File: src/rtl/sd_init_pkg.sv
package sd_init_pkg;

  typedef enum logic [3:0] {
    ST_IDLE, ST_WAKE, ST_RST, ST_PAUSE, ST_IFC, ST_OCR,
    ST_OPC, ST_CCS, ST_CRC, ST_DONE, ST_FAIL
  } seq_state_e;

  typedef enum logic [2:0] {
    CK_NONE = 3'd0, CK_V1 = 3'd1, CK_V2SC = 3'd2, CK_V2HC = 3'd3, CK_UNKNOWN = 3'd4
  } card_kind_e;

  typedef enum logic [2:0] {
    FT_OK = 3'd0, FT_NODEV = 3'd1, FT_UNUSABLE = 3'd2, FT_TIMEOUT = 3'd3, FT_REJECT = 3'd4
  } fault_e;

  localparam logic [5:0]  IDX_RESET   = 6'd0;
  localparam logic [5:0]  IDX_IFCOND  = 6'd8;
  localparam logic [5:0]  IDX_OPCOND  = 6'd41;
  localparam logic [5:0]  IDX_OCR     = 6'd58;
  localparam logic [5:0]  IDX_CRCSW   = 6'd59;
  localparam logic [11:0] IFC_ECHO    = 12'h1AA;
  localparam int          HCS_POS     = 30;
  localparam int          WIN33_POS   = 20;
  localparam int          CCS_POS     = 30;
  localparam int          XFER_MAX_HZ = 25_000_000;

  function automatic int ceil_half_div(input int clk_hz, input int sck_hz);
    int q;
    q = (clk_hz + 2 * sck_hz - 1) / (2 * sck_hz);
    return (q < 1) ? 1 : q;
  endfunction

endpackage

File: src/rtl/sd_init_ms_timer.sv
module sd_init_ms_timer #(
  parameter int MS_TICKS = 100_000,
  parameter int MS_W     = 13
) (
  input  logic            clk,
  input  logic            rst_n,
  input  logic            run,
  output logic [MS_W-1:0] ms_cnt
);
  localparam int PW = (MS_TICKS > 1) ? $clog2(MS_TICKS) : 1;
  localparam logic [PW-1:0] PRE_LAST = PW'(MS_TICKS - 1);

  logic [PW-1:0]   pre_q, pre_d;
  logic [MS_W-1:0] ms_q, ms_d;

  always_comb begin
    pre_d = pre_q;
    ms_d  = ms_q;
    if (!run) begin
      pre_d = '0;
      ms_d  = '0;
    end else if (pre_q == PRE_LAST) begin
      pre_d = '0;
      if (ms_q != '1) ms_d = ms_q + 1'b1;
    end else begin
      pre_d = pre_q + 1'b1;
    end
  end

  always_ff @(posedge clk or negedge rst_n) begin
    if (!rst_n) begin
      pre_q <= '0;
      ms_q  <= '0;
    end else begin
      pre_q <= pre_d;
      ms_q  <= ms_d;
    end
  end

  assign ms_cnt = ms_q;
endmodule

File: src/rtl/sd_init_r1_decode.sv
module sd_init_r1_decode (
  input  logic [7:0] r1,
  output logic       idle_only,
  output logic       ready,
  output logic       illegal,
  output logic       fault
);
  always_comb begin
    idle_only = (r1 == 8'h01);
    ready     = (r1 == 8'h00);
    illegal   = r1[2];
    fault     = r1[7] | (|r1[6:1]);
  end
endmodule

File: src/rtl/sd_init_fsm.sv
module sd_init_fsm
  import sd_init_pkg::*;
#(
  parameter int TIMEOUT_MS = 5000,
  parameter int CMD0_TRIES = 5,
  parameter int FILL_BYTES = 10,
  parameter int MS_W       = 13
) (
  input  logic            clk,
  input  logic            rst_n,
  input  logic            start,
  input  logic            rsp_valid,
  input  logic [31:0]     rsp_data,
  input  logic            r1_idle_only,
  input  logic            r1_ready,
  input  logic            r1_illegal,
  input  logic            r1_fault,
  input  logic [MS_W-1:0] ms_cnt,
  output logic            ms_run,
  output logic            req_valid,
  output logic            req_fill,
  output logic [5:0]      req_idx,
  output logic [31:0]     req_arg,
  output logic            req_app,
  output logic            req_long,
  output logic            cs_n,
  output logic            fast_sel,
  output logic            done,
  output logic            error,
  output logic [2:0]      err_code,
  output logic [2:0]      card_type
);
  localparam int RW = $clog2(CMD0_TRIES + 1);
  localparam logic [RW-1:0]   LAST_TRY  = RW'(CMD0_TRIES - 1);
  localparam logic [MS_W-1:0] LIMIT_MS  = MS_W'(TIMEOUT_MS);

  seq_state_e      state_q, state_d;
  card_kind_e      kind_q, kind_d;
  fault_e          fault_q, fault_d;
  logic [RW-1:0]   tries_q, tries_d;

  // next-state logic
  always_comb begin
    state_d = state_q;
    kind_d  = kind_q;
    fault_d = fault_q;
    tries_d = tries_q;
    unique case (state_q)
      ST_IDLE, ST_DONE, ST_FAIL: begin
        if (start) begin
          state_d = ST_WAKE;
          kind_d  = CK_NONE;
          fault_d = FT_OK;
          tries_d = '0;
        end
      end
      ST_WAKE: if (rsp_valid) state_d = ST_RST;
      ST_RST: begin
        if (rsp_valid) begin
          if (r1_idle_only) begin
            state_d = ST_IFC;
          end else if (tries_q == LAST_TRY) begin
            state_d = ST_FAIL;
            fault_d = FT_NODEV;
            kind_d  = CK_NONE;
          end else begin
            tries_d = tries_q + 1'b1;
            state_d = ST_PAUSE;
          end
        end
      end
      ST_PAUSE: if (ms_cnt != '0) state_d = ST_RST;
      ST_IFC: begin
        if (rsp_valid) begin
          if (r1_illegal) begin
            kind_d  = CK_V1;
            state_d = ST_OCR;
          end else if (r1_fault) begin
            state_d = ST_FAIL;
            fault_d = FT_REJECT;
            kind_d  = CK_UNKNOWN;
          end else if (rsp_data[11:0] == IFC_ECHO) begin
            kind_d  = CK_V2SC;
            state_d = ST_OCR;
          end else begin
            state_d = ST_FAIL;
            fault_d = FT_UNUSABLE;
            kind_d  = CK_UNKNOWN;
          end
        end
      end
      ST_OCR: begin
        if (rsp_valid) begin
          if (r1_fault) begin
            state_d = ST_FAIL;
            fault_d = FT_REJECT;
            kind_d  = CK_UNKNOWN;
          end else if (!rsp_data[WIN33_POS]) begin
            state_d = ST_FAIL;
            fault_d = FT_UNUSABLE;
            kind_d  = CK_UNKNOWN;
          end else begin
            state_d = ST_OPC;
          end
        end
      end
      ST_OPC: begin
        if (rsp_valid) begin
          if (r1_ready) begin
            state_d = (kind_q == CK_V2SC) ? ST_CCS : ST_CRC;
          end else if (r1_fault) begin
            state_d = ST_FAIL;
            fault_d = FT_REJECT;
            kind_d  = CK_UNKNOWN;
          end else if (ms_cnt >= LIMIT_MS) begin
            state_d = ST_FAIL;
            fault_d = FT_TIMEOUT;
            kind_d  = CK_UNKNOWN;
          end
        end
      end
      ST_CCS: begin
        if (rsp_valid) begin
          if (r1_fault) begin
            state_d = ST_FAIL;
            fault_d = FT_REJECT;
            kind_d  = CK_UNKNOWN;
          end else begin
            kind_d  = rsp_data[CCS_POS] ? CK_V2HC : CK_V2SC;
            state_d = ST_CRC;
          end
        end
      end
      ST_CRC: begin
        if (rsp_valid) begin
          if (r1_fault) begin
            state_d = ST_FAIL;
            fault_d = FT_REJECT;
            kind_d  = CK_UNKNOWN;
          end else begin
            state_d = ST_DONE;
          end
        end
      end
      default: state_d = ST_IDLE;
    endcase
  end

  // state registers
  always_ff @(posedge clk or negedge rst_n) begin
    if (!rst_n) begin
      state_q <= ST_IDLE;
      kind_q  <= CK_NONE;
      fault_q <= FT_OK;
      tries_q <= '0;
    end else begin
      state_q <= state_d;
      kind_q  <= kind_d;
      fault_q <= fault_d;
      tries_q <= tries_d;
    end
  end

  // request decode
  always_comb begin
    req_valid = 1'b1;
    req_fill  = 1'b0;
    req_idx   = IDX_RESET;
    req_arg   = '0;
    req_app   = 1'b0;
    req_long  = 1'b0;
    unique case (state_q)
      ST_WAKE: begin
        req_fill = 1'b1;
        req_arg  = 32'(FILL_BYTES);
      end
      ST_RST: req_idx = IDX_RESET;
      ST_IFC: begin
        req_idx  = IDX_IFCOND;
        req_arg  = {20'd0, IFC_ECHO};
        req_long = 1'b1;
      end
      ST_OCR, ST_CCS: begin
        req_idx  = IDX_OCR;
        req_long = 1'b1;
      end
      ST_OPC: begin
        req_idx          = IDX_OPCOND;
        req_app          = 1'b1;
        req_arg[HCS_POS] = (kind_q == CK_V2SC);
      end
      ST_CRC: req_idx = IDX_CRCSW;
      default: req_valid = 1'b0;
    endcase
  end

  assign ms_run    = (state_q == ST_PAUSE) || (state_q == ST_OPC);
  assign cs_n      = !(req_valid && !req_fill);
  assign fast_sel  = (state_q == ST_DONE);
  assign done      = (state_q == ST_DONE);
  assign error     = (state_q == ST_FAIL);
  assign err_code  = fault_q;
  assign card_type = kind_q;
endmodule

File: src/rtl/sd_init_seq.sv
module sd_init_seq
  import sd_init_pkg::*;
#(
  parameter int CLK_HZ     = 100_000_000,
  parameter int INIT_HZ    = 400_000,
  parameter int XFER_HZ    = 25_000_000,
  parameter int MS_TICKS   = CLK_HZ / 1000,
  parameter int TIMEOUT_MS = 5000,
  parameter int CMD0_TRIES = 5,
  parameter int FILL_BYTES = 10,
  parameter int DIV_W      = 16
) (
  input  logic             clk,
  input  logic             rst_n,
  input  logic             start,
  output logic             req_valid,
  output logic             req_fill,
  output logic [5:0]       req_idx,
  output logic [31:0]      req_arg,
  output logic             req_app,
  output logic             req_long,
  input  logic             rsp_valid,
  input  logic [7:0]       rsp_r1,
  input  logic [31:0]      rsp_data,
  output logic             cs_n,
  output logic [DIV_W-1:0] sck_half_div,
  output logic             fast_clk_sel,
  output logic             done,
  output logic             error,
  output logic [2:0]       err_code,
  output logic [2:0]       card_type
);
  localparam int MS_W        = $clog2(TIMEOUT_MS + 2);
  localparam int XFER_CAPPED = (XFER_HZ > XFER_MAX_HZ) ? XFER_MAX_HZ : XFER_HZ;
  localparam int SLOW_DIV    = ceil_half_div(CLK_HZ, INIT_HZ);
  localparam int FAST_DIV    = ceil_half_div(CLK_HZ, XFER_CAPPED);

  logic            r1_idle_only, r1_ready, r1_illegal, r1_fault;
  logic            ms_run;
  logic [MS_W-1:0] ms_cnt;

  sd_init_r1_decode u_r1 (
    .r1        (rsp_r1),
    .idle_only (r1_idle_only),
    .ready     (r1_ready),
    .illegal   (r1_illegal),
    .fault     (r1_fault)
  );

  sd_init_ms_timer #(.MS_TICKS(MS_TICKS), .MS_W(MS_W)) u_timer (
    .clk    (clk),
    .rst_n  (rst_n),
    .run    (ms_run),
    .ms_cnt (ms_cnt)
  );

  sd_init_fsm #(
    .TIMEOUT_MS (TIMEOUT_MS),
    .CMD0_TRIES (CMD0_TRIES),
    .FILL_BYTES (FILL_BYTES),
    .MS_W       (MS_W)
  ) u_fsm (
    .clk          (clk),
    .rst_n        (rst_n),
    .start        (start),
    .rsp_valid    (rsp_valid),
    .rsp_data     (rsp_data),
    .r1_idle_only (r1_idle_only),
    .r1_ready     (r1_ready),
    .r1_illegal   (r1_illegal),
    .r1_fault     (r1_fault),
    .ms_cnt       (ms_cnt),
    .ms_run       (ms_run),
    .req_valid    (req_valid),
    .req_fill     (req_fill),
    .req_idx      (req_idx),
    .req_arg      (req_arg),
    .req_app      (req_app),
    .req_long     (req_long),
    .cs_n         (cs_n),
    .fast_sel     (fast_clk_sel),
    .done         (done),
    .error        (error),
    .err_code     (err_code),
    .card_type    (card_type)
  );

  assign sck_half_div = fast_clk_sel ? DIV_W'(FAST_DIV) : DIV_W'(SLOW_DIV);
endmodule

File: config.mk
export PLATFORM = sky130hd
export DESIGN_NAME = sd_init_seq
export DESIGN_NICKNAME = d
export VERILOG_FILES = /design/src/rtl/sd_init_pkg.sv /design/src/rtl/sd_init_ms_timer.sv /design/src/rtl/sd_init_r1_decode.sv /design/src/rtl/sd_init_fsm.sv /design/src/rtl/sd_init_seq.sv
export SDC_FILE = /design/constraint.sdc
export NUM_CORES = 1
export LEC_CHECK = 0
export BUFFER_PORTS_ARGS = -buffer_cell sky130_fd_sc_hd__buf_4
export CELL_PAD_IN_SITES_DETAIL_PLACEMENT = 1
export CELL_PAD_IN_SITES_GLOBAL_PLACEMENT = 2
export CORE_UTILIZATION = 31
export CTS_CLUSTER_DIAMETER = 60
export DETAILED_ROUTE_END_ITERATION = 8
export PLACE_DENSITY = 0.89
export SLEW_MARGIN = 20
export SYNTH_ARGS = -nofsm -noshare
export SYNTH_HDL_FRONTEND = slang
export SYNTH_SLANG_ARGS = --single-unit
File: constraint.sdc
create_clock -name clk -period 5.7 [get_ports clk]
set_clock_uncertainty 0.2 [all_clocks]
set_input_delay 1.71 -clock clk [delete_from_list [all_inputs] [get_ports clk]]
set_output_delay 1.71 -clock clk [all_outputs]
set_load 0.01 [all_outputs]
# ---- Word level (Yosys, flattened, before mapping)
# Index checks and enable logic that the tools add are counted.
dict set report word_totals {
  regBits 43
  elab_cells 147
}
dict set report classes {
  addsub 3
  n_eq_ne 39
  bitwise 1
  mux 76
  reduce_logical 21
  order_cmp 1
}
# op n
set ops {}
lappend ops {{3-bit 2-to-1 mux} 36}
lappend ops {{4-bit 2-to-1 mux} 20}
lappend ops {{13-bit 2-to-1 mux} 3}
lappend ops {{4-bit one-hot mux with 9 select lines} 1}
lappend ops {{17-bit 2-to-1 mux} 2}
lappend ops {{2-bit inequality test (second input constant)} 15}
lappend ops {{6-bit one-hot mux with 4 select lines} 1}
lappend ops {{3-bit one-hot mux with 7 select lines} 1}
lappend ops {{3-bit one-hot mux with 6 select lines} 1}
lappend ops {{9-bit one-hot mux with 2 select lines} 1}
lappend ops {{17-bit by 1-bit adder with 17-bit output (second input constant)} 1}
lappend ops {{17-bit == test (second input constant)} 1}
lappend ops {{4-bit by 3-bit == test with 1-bit output (second input constant)} 4}
lappend ops {{15-bit AND reduction} 1}
lappend ops {{14-bit AND reduction} 1}
lappend ops {{13-bit by 1-bit adder with 13-bit output (second input constant)} 1}
lappend ops {{13-bit >= comparator (second input constant)} 1}
lappend ops {{13-bit inequality test (second input constant)} 1}
lappend ops {{13-bit nonzero test} 1}
lappend ops {{12-bit by 9-bit == test with 1-bit output (second input constant)} 1}
lappend ops {{4-bit == test (second input constant)} 3}
lappend ops {{10-bit AND reduction} 1}
lappend ops {{4-bit by 2-bit == test with 1-bit output (second input constant)} 2}
lappend ops {{8-bit by 1-bit == test with 1-bit output (second input constant)} 1}
lappend ops {{other kinds (27)} 40}

# ---- Longest topological paths before layout
# Gate-level depths: netlist of the first run.
dict set report depth {
  ltp_word 6
  depth_mapped 9
}

# ---- Cells and area by module
# A second synthesis of the first run with hierarchy kept.
dict set report hier_totals {
  cells_unflattened 391
  area_unflattened_um2 3324.4
}
# module instances cells_per_inst area_per_inst_um2
set modules_own_cells {}
lappend modules_own_cells {sd_init_fsm 1 210 1605.3}
lappend modules_own_cells {sd_init_ms_timer 1 157 1549.0}
lappend modules_own_cells {sd_init_seq 1 17 120.1}
lappend modules_own_cells {sd_init_r1_decode 1 7 50.0}

# ---- Worst setup path after synthesis of the first run
# No wires, ideal clock.
dict set report synth_timing {
  kind {input-to-reg}
  from {input port rsp_r1[5]}
  to {register u_fsm.fault_q[0], in the netlist u_fsm.err_code[0]}
  path_buffers 0
  t_arrival_ns 3.150
  slack_ns 2.225
  path_stages 6
  required_time_ns 5.375
  path_cell_list {nor4_1 -> nand2_1 -> or3_1 -> nand4b_1 -> or4b_4 -> mux2_4}
}
dict set report synth_via {
  elab_chain_cells 6
  elab_cells_between_ends 20
}
# element line_no
set synth_rtl {}
lappend synth_rtl {{from (decl)} sd_init_seq.sv:23} ;# input logic [7:0] rsp_r1,
lappend synth_rtl {{6-bit OR reduction} sd_init_r1_decode.sv:12} ;# fault = r1[7] | (|r1[6:1]);
lappend synth_rtl {{1-bit bitwise OR} sd_init_r1_decode.sv:12}
lappend synth_rtl {{3-bit 2-to-1 mux, on equally long branches} {sd_init_fsm.sv:111, sd_init_fsm.sv:78}}
lappend synth_rtl {{3-bit 2-to-1 mux, on equally long branches} {sd_init_fsm.sv:109, sd_init_fsm.sv:75}}
lappend synth_rtl {{3-bit 2-to-1 mux, on equally long branches} {sd_init_fsm.sv:108, sd_init_fsm.sv:74}}
lappend synth_rtl {{3-bit one-hot mux with 6 select lines} sd_init_fsm.sv:48} ;# unique case (state_q)
lappend synth_rtl {{to (signal assigned)} sd_init_fsm.sv:159} ;# fault_q <= fault_d;
lappend synth_rtl {{to (decl)} sd_init_fsm.sv:39} ;# fault_e fault_q, fault_d;
# Parallel ways exist; a longest one is shown, timed or not. The select of a mux whose other input is x is not followed.
# A chain may end at the register's enable or synchronous reset.

# ---- Worst setup path in the final report of the first run
dict set report layout_timing {
  from {register u_fsm.state_q[1]}
  to {output port req_valid}
}
dict set report layout_via {
  elab_chain_cells 3
  elab_cells_between_ends 9
}
# element line_no
set layout_rtl {}
lappend layout_rtl {{from (decl)} sd_init_fsm.sv:37} ;# seq_state_e state_q, state_d;
lappend layout_rtl {{from (signal assigned)} sd_init_fsm.sv:157} ;# state_q <= state_d;
lappend layout_rtl {{4-bit by 2-bit == test with 1-bit output, or another cell as far along} sd_init_fsm.sv:172} ;# unique case (state_q)
lappend layout_rtl {{7-bit OR reduction (no line) *} --}
lappend layout_rtl {{1-bit 2-to-1 mux *} sd_init_fsm.sv:172}
lappend layout_rtl {{to (decl)} sd_init_seq.sv:16} ;# output logic req_valid,
# Every way passes the cells marked *; elsewhere a longest branch is shown, timed or not.

==> impl_summary.txt, run 1 <==
----------------------------------------------------
[Synth]
  Cell area after synthesis ... 3164 um^2
  Fraction of synthesized area in multiplexers ... 0.04191
  Synth Area in Simple Gates ... 0.2720
  Dominant combinational cell family by area after synthesis ... simple AND/OR/NAND/NOR gates
  Sequential cell area fraction in the yosys report ... 0.3401
  Number of flip-flops and latches in the synthesized netlist ... 43
  Total of warnings raised by yosys ... 0
  Xor/xnor share of the synthesized area ... 0.07197
  Ys flop type ... sky130_fd_sc_hd__dfrtp_1
  Complex-gate fraction of the synthesized area ... 0.09727
  Number of synthesized flops with an enable pin ... 0
  Cell variety after synth ... 59
  Number of instances in the synthesized netlist ... between 300 and 400
  Average instance area after synthesis ... roughly 8.6 um^2
  Adder-Cell Fraction of Synth Area ... 0.01977
  Post-synth ARST share ... 1.000

[Critical path]
  Critical Path Fanout Max ... 16
  RR Endpoint ... u_timer.ms_cnt[3]
  Startpoint of the worst register-to-register path ... u_fsm.state_q[2]
  Required time worst endpoint ... around 3.8 ns
  Crit end category ... output pin
  Worst Path Class, Setup ... reg -> out
  Arrival @ worst endpoint ... 2.21 ns
  Worst R2R Setup Slack ... between 2 and 3 ns
  Register-to-Register Path Depth ... 6
  Startpoint type of the worst setup path ... register

[Flow run]
  Number of violations of the max-capacitance limit ... 0

[Global route]
  Met1 routing resource usage after global routing ... 0.2003
  Pin count of the biggest net entering global routing ... 44
  Met2 layer usage reported by global route ... 0.2677
  Global-route usage over all layers ... 0.1551
  Wire length of the first global-routing pass ... between 10000 and 15000 um
  Met3 Resource Use GR ... 0.02441
  Most crowded layer after global routing ... met2
  Antenna violations before repair ... 0
  Vias in the first global route ... 2635
  Global route overflow ... 0

[Final layout]
  Antenna diode instance count ... 0
  Area delta synth->final ... 11.90%
  Total non-filler cell area in the finished layout ... approximately 3500 um^2
  Total area of sequential cells ... roughly 1100 um^2
  Number of nets in the final layout ... around 460
  Share of layout cells above drive strength 1 ... 0.2108
  Number of fill cells ... approximately 1200
  Multi-input combinational cell area ... 1730 um^2

[Die]
  Boundary Pins ... ~110
  Overall die width ... 103.0 um
  Die span in y ... around 100 um
  Die area ... about 11000 um^2
  Core area ... around 9800 um^2
  Rows ... 36
  Starting density of the core ... 0.3222

[Power and ir drop]
  Switching Power ... between 400 and 500 uW
  Power per cell area ... 311.3 nW/um^2
  Clk pwr share ... 0.183
  Switching power as a share of total power ... 0.4261
  Maximum vdd ir drop ... roughly 0.14 mV
  Share of total power in sequential cells ... 0.371
  Lkg Pwr ... about 0.0016 uW
  Design internal power ... between 600 and 700 uW
  Combinational power share ... 0.446

[Routing]
  Routed Wire Length ... ~8000 um
  DRC violation total after the first TritonRoute iteration ... 88
  Via count ... 2598
  Detailed-route DRC error count ... 0
  Via density ... between 4 and 5
  Length of the first detailed-routing pass in iterations ... 4
  Antenna Nets Post-Route ... 0
  Post-detailed-route wirelength per cell ... about 14 um

[STA]
  Fmax ... between 0.2 and 0.25 GHz
  Final hold violations ... 0
  Pins Over Slew Limit ... 0
  Total Negative Setup Slacks ... 0 ns
  Actual slew at the worst max-slew pin ... about 0.91 ns
  Worst-case headroom to the max-slew limit ... 0.3929
  Unrepaired setup endpoints after global routing ... no
  Minimum period implied by the final worst setup slack ... roughly 4 ns
  Setup-failing EPs final ... 0
  Final period util ... 0.7227

[Clock network]
  Sink count of the clock tree ... 43
  Maximum level of the CTS H-tree ... 2
  Post-CTS setup buffer count ... 0
  Maximum buffer depth of the clock tree ... 2
  CTS tree ... done
  Count of instances resized after the clock tree is built ... 0
  Root Buffer ... sky130_fd_sc_hd__clkbuf_8
  CTS clock-pin slew for the worst setup and hold paths ... about 0.09 ns
  Clock latency on the worst-skew pair ... roughly 0.3 ns
  Cts hold-fix bufs ... 0
  Cts bufs inserted ... 5

[Run status]
  Status ... finished, final reports clean

[Hold path]
  Min-delay src ... u_timer.pre_q[0]
  Type of the tightest min-delay check ... reg -> reg
  Number of stages on the worst hold path ... 1
  Worst Hold Path EP ... u_timer.pre_q[0]

[Placement]
  Port Buffer Count ... 57
  Global placer's final weighted congestion ... roughly 0.9
  Post-DP Area ... approximately 3500 um^2
  Detailed placement HPWL ... just under 6000 um

----------------------------------------------------
[cells by family after synthesis]
kind of cell / after synthesis
mux: 11
fa+ha+maj: 5
flops: 43
xor+xnor: 26
simple gates: 165
buf+inv: 75
other cells: 1
compound gates: 44
[power groups by stage]
stage                     sequential (uW)  clock (uW)  combinational [uW]
after global placement                411           0                 481
final                                 409         202                 491
after CTS                             408         213                 502
after detailed placement              414           0                 500
after global routing                  416         221                 556
after floorplan                       377           0                 415
[layer usage]
| layer | routed length (um) | vias to the layer above | part of all wire |
|---|---|---|---|
| li1 | - | 1270 | - |
| met3 | 288 | 7 | 0.037 |
| met5 | 0 | - | 0 |
| met4 | 84 | 0 | 0.011 |
| met1 | 3604 | 1254 | 0.46 |
| met2 | 3846 | 67 | 0.49 |
[sequential cells by signal, indices dropped and copies added, names as in the netlist]
signal / cells
u_timer.pre_q: 17
u_timer.ms_cnt: 13
u_fsm.state_q: 4
u_fsm.card_type: 3
u_fsm.err_code: 3
u_fsm.tries_q: 3
[synthesized netlist by cell type (2+ instances only)]
cell,number,share of area
sky130_fd_sc_hd__a32oi_1,3,0.0083
sky130_fd_sc_hd__nand3b_1,2,0.0047
sky130_fd_sc_hd__nor4_1,4,0.0079
sky130_fd_sc_hd__nand3_1,22,0.035
sky130_fd_sc_hd__nor3b_1,2,0.0047
sky130_fd_sc_hd__o21ai_0,16,0.025
sky130_fd_sc_hd__and2_1,2,0.0040
sky130_fd_sc_hd__nor4bb_1,4,0.013
sky130_fd_sc_hd__and4_1,2,0.0055
sky130_fd_sc_hd__nand2b_1,2,0.0040
sky130_fd_sc_hd__mux2_2,6,0.021
sky130_fd_sc_hd__mux2_4,3,0.014
sky130_fd_sc_hd__and3_1,6,0.012
sky130_fd_sc_hd__ha_1,5,0.020
sky130_fd_sc_hd__nor4b_1,2,0.0055
sky130_fd_sc_hd__a22o_1,2,0.0055
sky130_fd_sc_hd__a211oi_1,3,0.0071
sky130_fd_sc_hd__nand2_2,2,0.0040
sky130_fd_sc_hd__buf_4,47,0.11
sky130_fd_sc_hd__xnor2_1,8,0.022
sky130_fd_sc_hd__nor3_1,11,0.017
sky130_fd_sc_hd__or3_1,4,0.0079
sky130_fd_sc_hd__buf_2,4,0.0063
sky130_fd_sc_hd__clkbuf_1,6,0.0071
sky130_fd_sc_hd__a21oi_2,2,0.0055
sky130_fd_sc_hd__nor2_1,48,0.057
sky130_fd_sc_hd__nand4_1,7,0.014
sky130_fd_sc_hd__o31ai_1,3,0.0071
sky130_fd_sc_hd__nand2_1,32,0.038
sky130_fd_sc_hd__buf_6,4,0.014
sky130_fd_sc_hd__inv_1,14,0.017
sky130_fd_sc_hd__mux2i_1,2,0.0063
sky130_fd_sc_hd__nor2_4,2,0.0071
sky130_fd_sc_hd__xor2_1,18,0.050
sky130_fd_sc_hd__dfrtp_1,43,0.34
sky130_fd_sc_hd__a21oi_1,4,0.0063
[worst max-delay path, cell delays in order, from the launching register on]
cell and delay [ns]:
sky130_fd_sc_hd__dfrtp_1 0.74, sky130_fd_sc_hd__nand2b_2 0.18, sky130_fd_sc_hd__nor3_1 0.62, sky130_fd_sc_hd__nor2_1 0.13, sky130_fd_sc_hd__nand2_1 0.11, sky130_fd_sc_hd__buf_4 0.12
[worst max path at each step]
stage / startpoint / to / slack, ns / cells after the start
after floorplan: rsp_r1[5] / u_fsm.err_code[0] / 2.23 / 6
after global placement: rsp_r1[5] / u_fsm.err_code[1] / 1.54 / 7
after detailed placement: rsp_r1[5] / u_fsm.err_code[1] / 1.52 / 7
after CTS: u_fsm.state_q[0] / req_valid / 1.54 / 5
after global routing: u_fsm.state_q[1] / req_valid / 1.39 / 5
final: u_fsm.state_q[1] / req_valid / 1.58 / 5
[placed cells by master, fill, tap and decap left out, types with 6 or more instances in the layout]
cell,netlist,final
sky130_fd_sc_hd__o21ai_0,16,16
sky130_fd_sc_hd__buf_4,47,57
sky130_fd_sc_hd__conb_1,1,36
sky130_fd_sc_hd__nor2_1,48,48
sky130_fd_sc_hd__inv_1,14,14
sky130_fd_sc_hd__nor3_1,11,11
sky130_fd_sc_hd__clkbuf_8,0,6
sky130_fd_sc_hd__nand3_1,22,22
sky130_fd_sc_hd__nand2_1,32,32
sky130_fd_sc_hd__xor2_1,18,18
sky130_fd_sc_hd__nand4_1,7,7
sky130_fd_sc_hd__dfrtp_1,43,43
sky130_fd_sc_hd__and3_1,6,6
sky130_fd_sc_hd__mux2_2,6,6
sky130_fd_sc_hd__xnor2_1,8,8
[cell type report]
class                   instances  share of cell area
multi-input cells             287              0.4887
flip-flops and latches         43              0.3039
repair buffers                 57              0.1208
well taps                     133             0.04700
clock buffers                   6             0.02332
inverters                      14             0.01484
clock inverters                 1            0.001413
[per-stage QoR]
step / hold WS [ns] / total power, uW / instances / setup slack (ns) / utilization
global placement: 0.2775 / 891.9 / 534 / 1.540 / 0.3517
floorplan: 0.2549 / 791.8 / 405 / 2.225 / -
global route: 0.3103 / 1193 / 541 / 1.390 / 0.3606
CTS: 0.2943 / 1123 / 541 / 1.540 / 0.3606
finish: 0.2887 / 1102 / 541 / 1.581 / 0.3606
detailed placement: 0.2820 / 913.9 / 534 / 1.518 / 0.3517
(Power assumes the default switching activity.)
==> run 2, diff against run 1 <==
ABC_AREA = 1   (was unset)
CORE_UTILIZATION = 25   (was 31)
PLACE_DENSITY = 0.81   (was 0.89)
clock period = 3.45 ns   (was 5.7 ns; I/O delays follow)
==> impl_summary.txt, run 2 <==
----------------------------------------------------
[Synth]
  Most area-consuming cells after synthesis ... sky130_fd_sc_hd__dfrtp_1 31%, sky130_fd_sc_hd__nand2_1 15%, sky130_fd_sc_hd__buf_4 11% (was sky130_fd_sc_hd__dfrtp_1 34%, sky130_fd_sc_hd__buf_4 11%, sky130_fd_sc_hd__nor2_1 5.7%)
  Fraction of synthesized area in multiplexers ... 0 (was 0.04191)
  Most frequent cells after synthesis ... 136 x sky130_fd_sc_hd__nand2_1, 58 x sky130_fd_sc_hd__nor2_1, 55 x sky130_fd_sc_hd__inv_1, 50 x sky130_fd_sc_hd__buf_4, 43 x sky130_fd_sc_hd__dfrtp_1 (was 48 x sky130_fd_sc_hd__nor2_1, 47 x sky130_fd_sc_hd__buf_4, 43 x sky130_fd_sc_hd__dfrtp_1, 32 x sky130_fd_sc_hd__nand2_1, 22 x sky130_fd_sc_hd__nand3_1)
  Synth Area in Simple Gates ... 0.4292 (was 0.2720)
  Total of warnings raised by yosys ... 0 (unchanged)
  Most common cell in the synthesized netlist ... sky130_fd_sc_hd__nand2_1 (was sky130_fd_sc_hd__nor2_1)
  Ys flop type ... sky130_fd_sc_hd__dfrtp_1 (unchanged)
  Number of flip-flops and latches in the synthesized netlist ... 43 (unchanged)
  Cell area after synthesis ... 3516 um^2 (was 3164 um^2)
  Xor/xnor share of the synthesized area ... 0.02989 (was 0.07197)
  Average instance area after synthesis ... 6.935 um^2 (was 8.552 um^2)
  Sequential cell area fraction in the yosys report ... 0.3060 (was 0.3401)
  Cell variety after synth ... 35 (was 59)
  Dominant combinational cell family by area after synthesis ... simple AND/OR/NAND/NOR gates (unchanged)
  Post-synth ARST share ... 1.000 (unchanged)
  Number of synthesized flops with an enable pin ... 0 (unchanged)
  Number of instances in the synthesized netlist ... 507 (was 370)
  Adder-Cell Fraction of Synth Area ... 0.01779 (was 0.01977)
  Complex-gate fraction of the synthesized area ... 0.03630 (was 0.09727)
  Synth area leader ... sky130_fd_sc_hd__dfrtp_1 (unchanged)
  Area share of the leading cell type in the synthesized netlist ... 0.3060 (was 0.3401)

[Power and ir drop]
  Design internal power ... 1155 uW (was 632.6 uW)
  Switching power as a share of total power ... 0.4113 (was 0.4261)
  Power per cell area ... 480.5 nW/um^2 (was 311.3 nW/um^2)
  Lkg Pwr ... 0.002144 uW (was 0.001644 uW)
  Share of total power in sequential cells ... 0.298 (was 0.371)
  Clk pwr share ... 0.277 (was 0.183)
  Combinational power share ... 0.425 (was 0.446)
  Switching Power ... 807.0 uW (was 469.6 uW)
  Maximum vdd ir drop ... 0.2018 mV (was 0.1369 mV)

[Placement]
  Global placer's final weighted congestion ... 0.8442 (was 0.8985)
  Port Buffer Count ... 57 (unchanged)
  Detailed placement HPWL ... 7436 um (was 5885 um)
  Post-DP Area ... 3915 um^2 (was 3453 um^2)
  Minimum setup slack after placement ... 0.6761 ns (was 1.518 ns)

[Die]
  Die area ... 14540 um^2 (was 10620 um^2)
  Overall die width ... 120.6 um (was 103.0 um)
  Starting density of the core ... 0.2613 (was 0.3222)
  Die span in y ... 120.6 um (was 103.0 um)
  Rows ... 42 (was 36)
  Boundary Pins ... 112 (unchanged)
  Core area ... 13450 um^2 (was 9819 um^2)

[Hold path]
  Worst Hold Path EP ... u_timer.pre_q[0] (unchanged)
  Number of stages on the worst hold path ... 1 (unchanged)
  Min-delay src ... u_timer.pre_q[0] (unchanged)
  Type of the tightest min-delay check ... reg -> reg (unchanged)

[STA]
  Setup-failing EPs final ... 0 (unchanged)
  Actual slew at the worst max-slew pin ... 0.5501 ns (was 0.9101 ns)
  Unrepaired setup endpoints after global routing ... no (unchanged)
  Worst-case headroom to the max-slew limit ... 0.6332 (was 0.3929)
  Pins Over Slew Limit ... 0 (unchanged)
  Fmax ... around 0.34 GHz
  Final period util ... 0.8416
  Minimum period implied by the final worst setup slack ... about 2.9 ns
  PnR worst setup slack ... 0.5464 ns (was 1.581 ns)
  Total Negative Setup Slacks ... 0 ns (unchanged)
  Final hold violations ... 0 (unchanged)

[Global route]
  Wire length of the first global-routing pass ... 15470 um (was 12890 um)
  Global-route usage over all layers ... 0.1307 (was 0.1551)
  Global route overflow ... 0 (unchanged)
  Pin count of the biggest net entering global routing ... 44 (unchanged)
  Vias in the first global route ... 3249 (was 2635)
  Antenna violations before repair ... 0 (unchanged)

[Final layout]
  Number of flip-flops in the largest register ... 17 (unchanged)
  Share of layout cells above drive strength 1 ... 0.2176 (was 0.2108)
  Number of nets in the final layout ... 604 (was 457)
  Area delta synth->final ... 16.16% (was 11.90%)
  Total non-filler cell area in the finished layout ... 4084 um^2 (was 3541 um^2)
  Register ranked first by flip-flop count ... u_timer.pre_q (unchanged)
  Antenna diode instance count ... 0 (unchanged)
  Most frequent standard cell in the layout excluding fill and tap cells ... sky130_fd_sc_hd__nand2_1 (was sky130_fd_sc_hd__buf_4)
  Top library cells by usage in the layout, fill and taps aside ... 136 x sky130_fd_sc_hd__nand2_1, 58 x sky130_fd_sc_hd__nor2_1, 57 x sky130_fd_sc_hd__buf_4, 55 x sky130_fd_sc_hd__inv_1, 43 x sky130_fd_sc_hd__dfrtp_1 (was 57 x sky130_fd_sc_hd__buf_4, 48 x sky130_fd_sc_hd__nor2_1, 43 x sky130_fd_sc_hd__dfrtp_1, 36 x sky130_fd_sc_hd__conb_1, 32 x sky130_fd_sc_hd__nand2_1)

[Routing]
  Post-detailed-route wirelength per cell ... 12.50 um (was 14.46 um)
  Routed Wire Length ... 9153 um (was 7823 um)
  Via density ... 4.357 (was 4.802)
  Via count ... 3189 (was 2598)
  DRC violation total after the first TritonRoute iteration ... 92 (was 88)
  Detailed-route DRC error count ... 0 (unchanged)
  Length of the first detailed-routing pass in iterations ... 4 (unchanged)
  Antenna Nets Post-Route ... 0 (unchanged)

[Critical path]
  RR Endpoint ... u_timer.ms_cnt[5] (was u_timer.ms_cnt[3])
  Worst path bufs/invs ... 3 (was 1)
  Critical Path Fanout Max ... 7 (was 16)
  Register-to-Register Path Depth ... 8 (was 6)
  Crit end category ... output pin (unchanged)
  Required time worst endpoint ... 2.21 ns (was 3.79 ns)
  Slowest stage cell on the critical path ... sky130_fd_sc_hd__dfrtp_1 (unchanged)
  Worst Path Class, Setup ... reg -> out (unchanged)
  Worst R2R Setup Slack ... 1.27 ns (was 2.78 ns)
  Startpoint type of the worst setup path ... register (unchanged)
  Arrival @ worst endpoint ... 1.67 ns (was 2.21 ns)
  Critical path's largest stage delay ... 0.48 ns (was 0.74 ns)
  Startpoint of the worst register-to-register path ... u_timer.pre_q[0] (was u_fsm.state_q[2])
  Top cell family by delay on the critical path ... simple AND/OR/NAND/NOR gates (unchanged)
  Critical path, cell by cell ... nor2_2 > inv_1 > nor2_2 > inv_1 > nand2_1 > buf_4 (was nand2b_2 > nor3_1 > nor2_1 > nand2_1 > buf_4)

[Clock network]
  CTS clock-pin slew for the worst setup and hold paths ... 0.06 ns (was 0.09 ns)
  Sink count of the clock tree ... 43 (unchanged)
  Cts bufs inserted ... 5 (unchanged)
  Maximum level of the CTS H-tree ... 2 (unchanged)
  Clock latency on the worst-skew pair ... 0.29 ns (was 0.30 ns)
  Root Buffer ... sky130_fd_sc_hd__clkbuf_16 (was sky130_fd_sc_hd__clkbuf_8)
  Post-CTS setup buffer count ... 0 (unchanged)
  Cts hold-fix bufs ... 0 (unchanged)
  Count of instances resized after the clock tree is built ... 0 (unchanged)
  Maximum buffer depth of the clock tree ... 2 (unchanged)
  CTS tree ... done (unchanged)

[Run status]
  Status ... finished, final reports clean (unchanged)

[Flow run]
  Number of violations of the max-capacitance limit ... 0 (unchanged)

----------------------------------------------------
-- run 2: layer usage --
layer,part of all wire,GRT usage,up-vias,wire (um)
met2,0.49,0.2331,69,4463
met1,0.46,0.1660,1514,4196
met4,0.0099,0.02469,0,91
met3,0.044,0.02123,9,403
met5,0,0,-,0
li1,-,-,1597,-
-- run 2: how the worst max path moves through the flow --
stage	start	endpoint	slack [ns]	cells past startpoint
floorplan	u_fsm.state_q[0]	req_arg[3]	0.94	6
global placement	rsp_r1[5]	u_fsm.state_q[1]	0.75	9
detailed placement	rsp_r1[5]	u_fsm.err_code[2]	0.68	9
CTS	u_fsm.state_q[0]	req_arg[1]	0.53	6
global route	u_fsm.state_q[0]	req_arg[1]	0.41	6
finish	u_fsm.state_q[0]	req_arg[1]	0.55	6
-- run 2: cell type report --
cell class	instances	area (um^2)
well taps	176	220.2
clock buffers	5	125.1
fillers	1722	9369
repair buffers	57	427.9
multi-input cells	383	1939
inverters	65	251.5
clock inverters	3	43.79
flip-flops and latches	43	1076
-- run 2: cells by family after synthesis --
| kind of cell | count (synthesis) |
|---|---|
| simple gates | 309 |
| other cells | 1 |
| xor+xnor | 12 |
| compound gates | 21 |
| fa+ha+maj | 5 |
| flops | 43 |
| buf+inv | 116 |
-- run 2: stage by stage --
stage / hold WS [ns] / std cells / util / power, uW
2_1_floorplan: 0.2318 / 542 / - / 1226
3_3_place_gp: 0.2523 / 724 / 0.2910 / 1415
3_5_place_dp: 0.2802 / 724 / 0.2910 / 1444
4_1_cts: 0.2893 / 732 / 0.3036 / 2001
5_1_grt: 0.3100 / 732 / 0.3036 / 2117
6_report: 0.2783 / 732 / 0.3036 / 1962
-- run 2: worst reg2reg max path: stages (launching register included) --
cell                      delay [ns]
sky130_fd_sc_hd__dfrtp_1        0.38
sky130_fd_sc_hd__ha_1           0.20
sky130_fd_sc_hd__nand3_1        0.26
sky130_fd_sc_hd__nor2_2         0.23
sky130_fd_sc_hd__nand3_2        0.17
sky130_fd_sc_hd__nor2_4         0.35
sky130_fd_sc_hd__nor2_4         0.14
sky130_fd_sc_hd__nand2_1        0.09
sky130_fd_sc_hd__nand2_1        0.05
-- run 2: power groups by stage --
stage	combinational, uW	sequential, uW	clock (uW)
6_report	834	585	544
5_1_grt	944	593	580
4_1_cts	852	585	564
3_5_place_dp	849	595	0
3_3_place_gp	824	591	0
2_1_floorplan	639	587	0
==> run 3, diff against run 2 <==
ABC_AREA = 0   (was 1)
CORE_UTILIZATION = 26   (was 25)
PLACE_DENSITY = 0.8   (was 0.81)
clock period = 2.6 ns   (was 3.45 ns; I/O delays follow)
==> impl_summary.txt, run 3 (synthesized netlist as in run 1, its figures left out) <==
----------------------------------------------------
[Run status]
  Status ... finished with violations (was finished, final reports clean)
  Violated checks ... DRC

[Critical path]
  Worst Path Class, Setup ... reg -> reg (was reg -> out)
  Arrival @ worst endpoint ... 2.56 ns (was 1.67 ns)
  Worst R2R Setup Slack ... 0.01 ns (was 1.27 ns)
  Register-to-Register Path Depth ... 7 (was 8)
  Crit end category ... register (was output pin)
  RR Endpoint ... u_fsm.err_code[2] (was u_timer.ms_cnt[5])
  Required time worst endpoint ... 2.57 ns (was 2.21 ns)
  Startpoint type of the worst setup path ... register (unchanged)
  Critical Path Fanout Max ... 5 (was 7)
  Startpoint of the worst register-to-register path ... u_fsm.state_q[3] (was u_timer.pre_q[0])

[STA]
  PnR worst setup slack ... 0.009929 ns (was 0.5464 ns)
  Fmax ... 0.3861 GHz
  Final period util ... 0.9962
  Actual slew at the worst max-slew pin ... 0.5766 ns (was 0.5501 ns)
  Final hold violations ... 0 (unchanged)
  Setup-failing EPs final ... 0 (unchanged)
  Worst-case headroom to the max-slew limit ... 0.6156 (was 0.6332)
  Unrepaired setup endpoints after global routing ... yes (was no)
  Pins Over Slew Limit ... 0 (unchanged)
  Minimum period implied by the final worst setup slack ... about 2.6 ns

[Global route]
  Vias in the first global route ... 2866 (was 3249)
  Met3 Resource Use GR ... 0.02592 (was 0.02123)
  Antenna violations before repair ... 0 (unchanged)
  Global-route usage over all layers ... 0.1359 (was 0.1307)
  Pin count of the biggest net entering global routing ... 44 (unchanged)
  Met1 routing resource usage after global routing ... 0.1649 (was 0.1660)
  Wire length of the first global-routing pass ... 13990 um (was 15470 um)
  Most crowded layer after global routing ... met2 (unchanged)
  Global route overflow ... 0 (unchanged)
  Met2 layer usage reported by global route ... 0.2451 (was 0.2331)

[Clock network]
  Clock latency on the worst-skew pair ... 0.29 ns (about the same)
  CTS clock-pin slew for the worst setup and hold paths ... 0.07 ns (was 0.06 ns)
  Cts bufs inserted ... 5 (unchanged)
  Maximum level of the CTS H-tree ... 2 (unchanged)
  Maximum buffer depth of the clock tree ... 2 (unchanged)
  Sink count of the clock tree ... 43 (unchanged)
  Cts hold-fix bufs ... 0 (unchanged)
  CTS tree ... done (unchanged)
  Root Buffer ... sky130_fd_sc_hd__clkbuf_16 (unchanged)

[Power and ir drop]
  Lkg Pwr ... 0.001897 uW (was 0.002144 uW)
  Clk pwr share ... 0.220 (was 0.277)
  Combinational power share ... 0.490 (was 0.425)
  Maximum vdd ir drop ... 0.2839 mV (was 0.2018 mV)
  Switching Power ... 1173 uW (was 807.0 uW)
  Design internal power ... 1743 uW (was 1155 uW)
  Overall power of the completed layout ... 2916 uW (was 1962 uW)
  Share of total power in sequential cells ... 0.291 (was 0.298)
  Switching power as a share of total power ... 0.4023 (was 0.4113)
  Power per cell area ... 726.4 nW/um^2 (was 480.5 nW/um^2)

[Final layout]
  Number of nets in the final layout ... 503 (was 604)
  Antenna diode instance count ... 0 (unchanged)
  Share of layout cells above drive strength 1 ... 0.3253 (was 0.2176)
  Register ranked first by flip-flop count ... u_timer.pre_q (unchanged)
  Top library cells by usage in the layout, fill and taps aside ... 100 x sky130_fd_sc_hd__buf_4, 47 x sky130_fd_sc_hd__nor2_1, 40 x sky130_fd_sc_hd__dfrtp_1, 36 x sky130_fd_sc_hd__conb_1, 29 x sky130_fd_sc_hd__nand2_1 (was 136 x sky130_fd_sc_hd__nand2_1, 58 x sky130_fd_sc_hd__nor2_1, 57 x sky130_fd_sc_hd__buf_4, 55 x sky130_fd_sc_hd__inv_1, 43 x sky130_fd_sc_hd__dfrtp_1)
  Number of flip-flops in the largest register ... 17 (unchanged)
  Total non-filler cell area in the finished layout ... 4014 um^2 (was 4084 um^2)
  Number of fill cells ... 1392 (was 1722)
  Most frequent standard cell in the layout excluding fill and tap cells ... sky130_fd_sc_hd__buf_4 (was sky130_fd_sc_hd__nand2_1)
  Area delta synth->final ... 26.85% (was 16.16%)

[Die]
  Die area ... 12620 um^2 (was 14540 um^2)
  Core area ... 11660 um^2 (was 13450 um^2)
  Overall die width ... 112.3 um (was 120.6 um)
  Rows ... 39 (was 42)
  Boundary Pins ... 112 (unchanged)
  Starting density of the core ... 0.2713 (was 0.2613)
  Die span in y ... 112.3 um (was 120.6 um)

[Routing]
  Antenna Nets Post-Route ... 0 (unchanged)
  Routed Wire Length ... 8749 um (was 9153 um)
  Post-detailed-route wirelength per cell ... 14.63 um (was 12.50 um)
  Via count ... 2881 (was 3189)
  DRC violation total after the first TritonRoute iteration ... 115 (was 92)
  Length of the first detailed-routing pass in iterations ... 6 (was 4)
  Detailed-route DRC error count ... 7 (was 0)
  Via density ... 4.818 (was 4.357)

[Hold path]
  Type of the tightest min-delay check ... in -> async (was reg -> reg)

[Placement]
  Minimum setup slack after placement ... -0.3259 ns (was 0.6761 ns)
  Global placer's final weighted congestion ... 0.8382 (was 0.8442)
  Detailed placement HPWL ... 6552 um (was 7436 um)
  Post-DP Area ... 3695 um^2 (was 3915 um^2)
  Port Buffer Count ... 57 (unchanged)

[Flow run]
  Number of violations of the max-capacitance limit ... 0 (unchanged)

----------------------------------------------------
run 3: cell count changes in the layout (fill, tap and decap cells not counted), sizes merged, moves of 9 or more:
cell and change:
buf +46, inv -50, mux2 +9, nand2 -112
nand3 -20, nor2 -29, xor2 +9
run 3: worst max-delay path by stage:
stage / from / end / slack [ns] / depth (start not counted)
2_1_floorplan: rsp_r1[5] / u_fsm.err_code[0] / 0.06 / 6
3_3_place_gp: rsp_r1[5] / u_fsm.state_q[0] / -0.25 / 7
3_5_place_dp: rsp_r1[5] / u_fsm.card_type[2] / -0.33 / 8
4_1_cts: u_fsm.state_q[3] / req_idx[1] / 0.007 / 3
5_1_grt: u_fsm.state_q[3] / req_idx[1] / -0.05 / 4
6_report: u_fsm.state_q[3] / u_fsm.err_code[2] / 0.01 / 7
run 3: worst max-delay path: stages (launching register included):
cell and delay [ns]:
sky130_fd_sc_hd__dfrtp_2 0.42, sky130_fd_sc_hd__buf_6 0.14, sky130_fd_sc_hd__buf_6 0.11, sky130_fd_sc_hd__a22o_1 0.23, sky130_fd_sc_hd__a221oi_2 0.25, sky130_fd_sc_hd__nand4b_1 0.19
sky130_fd_sc_hd__or4b_4 0.61, sky130_fd_sc_hd__mux2_4 0.32
run 3: cell type report:
type                            count  area [um^2]  share of cell area
Multi-Input combinational cell    287         1769              0.4408
Sequential cell                    43         1080              0.2690
Timing Repair Buffer              103        784.5              0.1954
Tap cell                          143        178.9             0.04458
Clock buffer                        5        125.1             0.03117
Inverter                           14        52.55             0.01309
Clock inverter                      3        23.77            0.005923
run 3: power groups by stage:
stage | clock (uW) | combinational, uW | sequential [uW]
floorplan | 0 | 909 | 827
global placement | 0 | 1230 | 866
detailed placement | 0 | 1260 | 870
CTS | 662 | 1270 | 861
global route | 689 | 1560 | 862
finish | 641 | 1430 | 848
run 3: what timing repair did:
item / CTS / global route
endpoints found under the setup margin: 28 / 22
buffers inserted: 0 / 15
gates resized for setup: 9 / 14
pin swaps: 2 / 7
run 3: per-layer routing:
layer | wire length (um) | part of all wire
met5 | 0 | 0
met4 | 207 | 0.024
met3 | 326 | 0.037
met2 | 4513 | 0.52
met1 | 3701 | 0.42
run 3: through the flow:
| stage | instances | hold slack [ns] | utilization | setup TNS (ns) |
|---|---|---|---|---|
| global route | 598 | 0.3106 | 0.3442 | -0.2927 |
| CTS | 583 | 0.2926 | 0.3313 | 0 |
| global placement | 575 | 0.2728 | 0.3168 | -2.402 |
| detailed placement | 575 | 0.2827 | 0.3168 | -2.826 |
| floorplan | 405 | 0.2549 | - | 0 |
| finish | 598 | 0.2835 | 0.3442 | 0 |
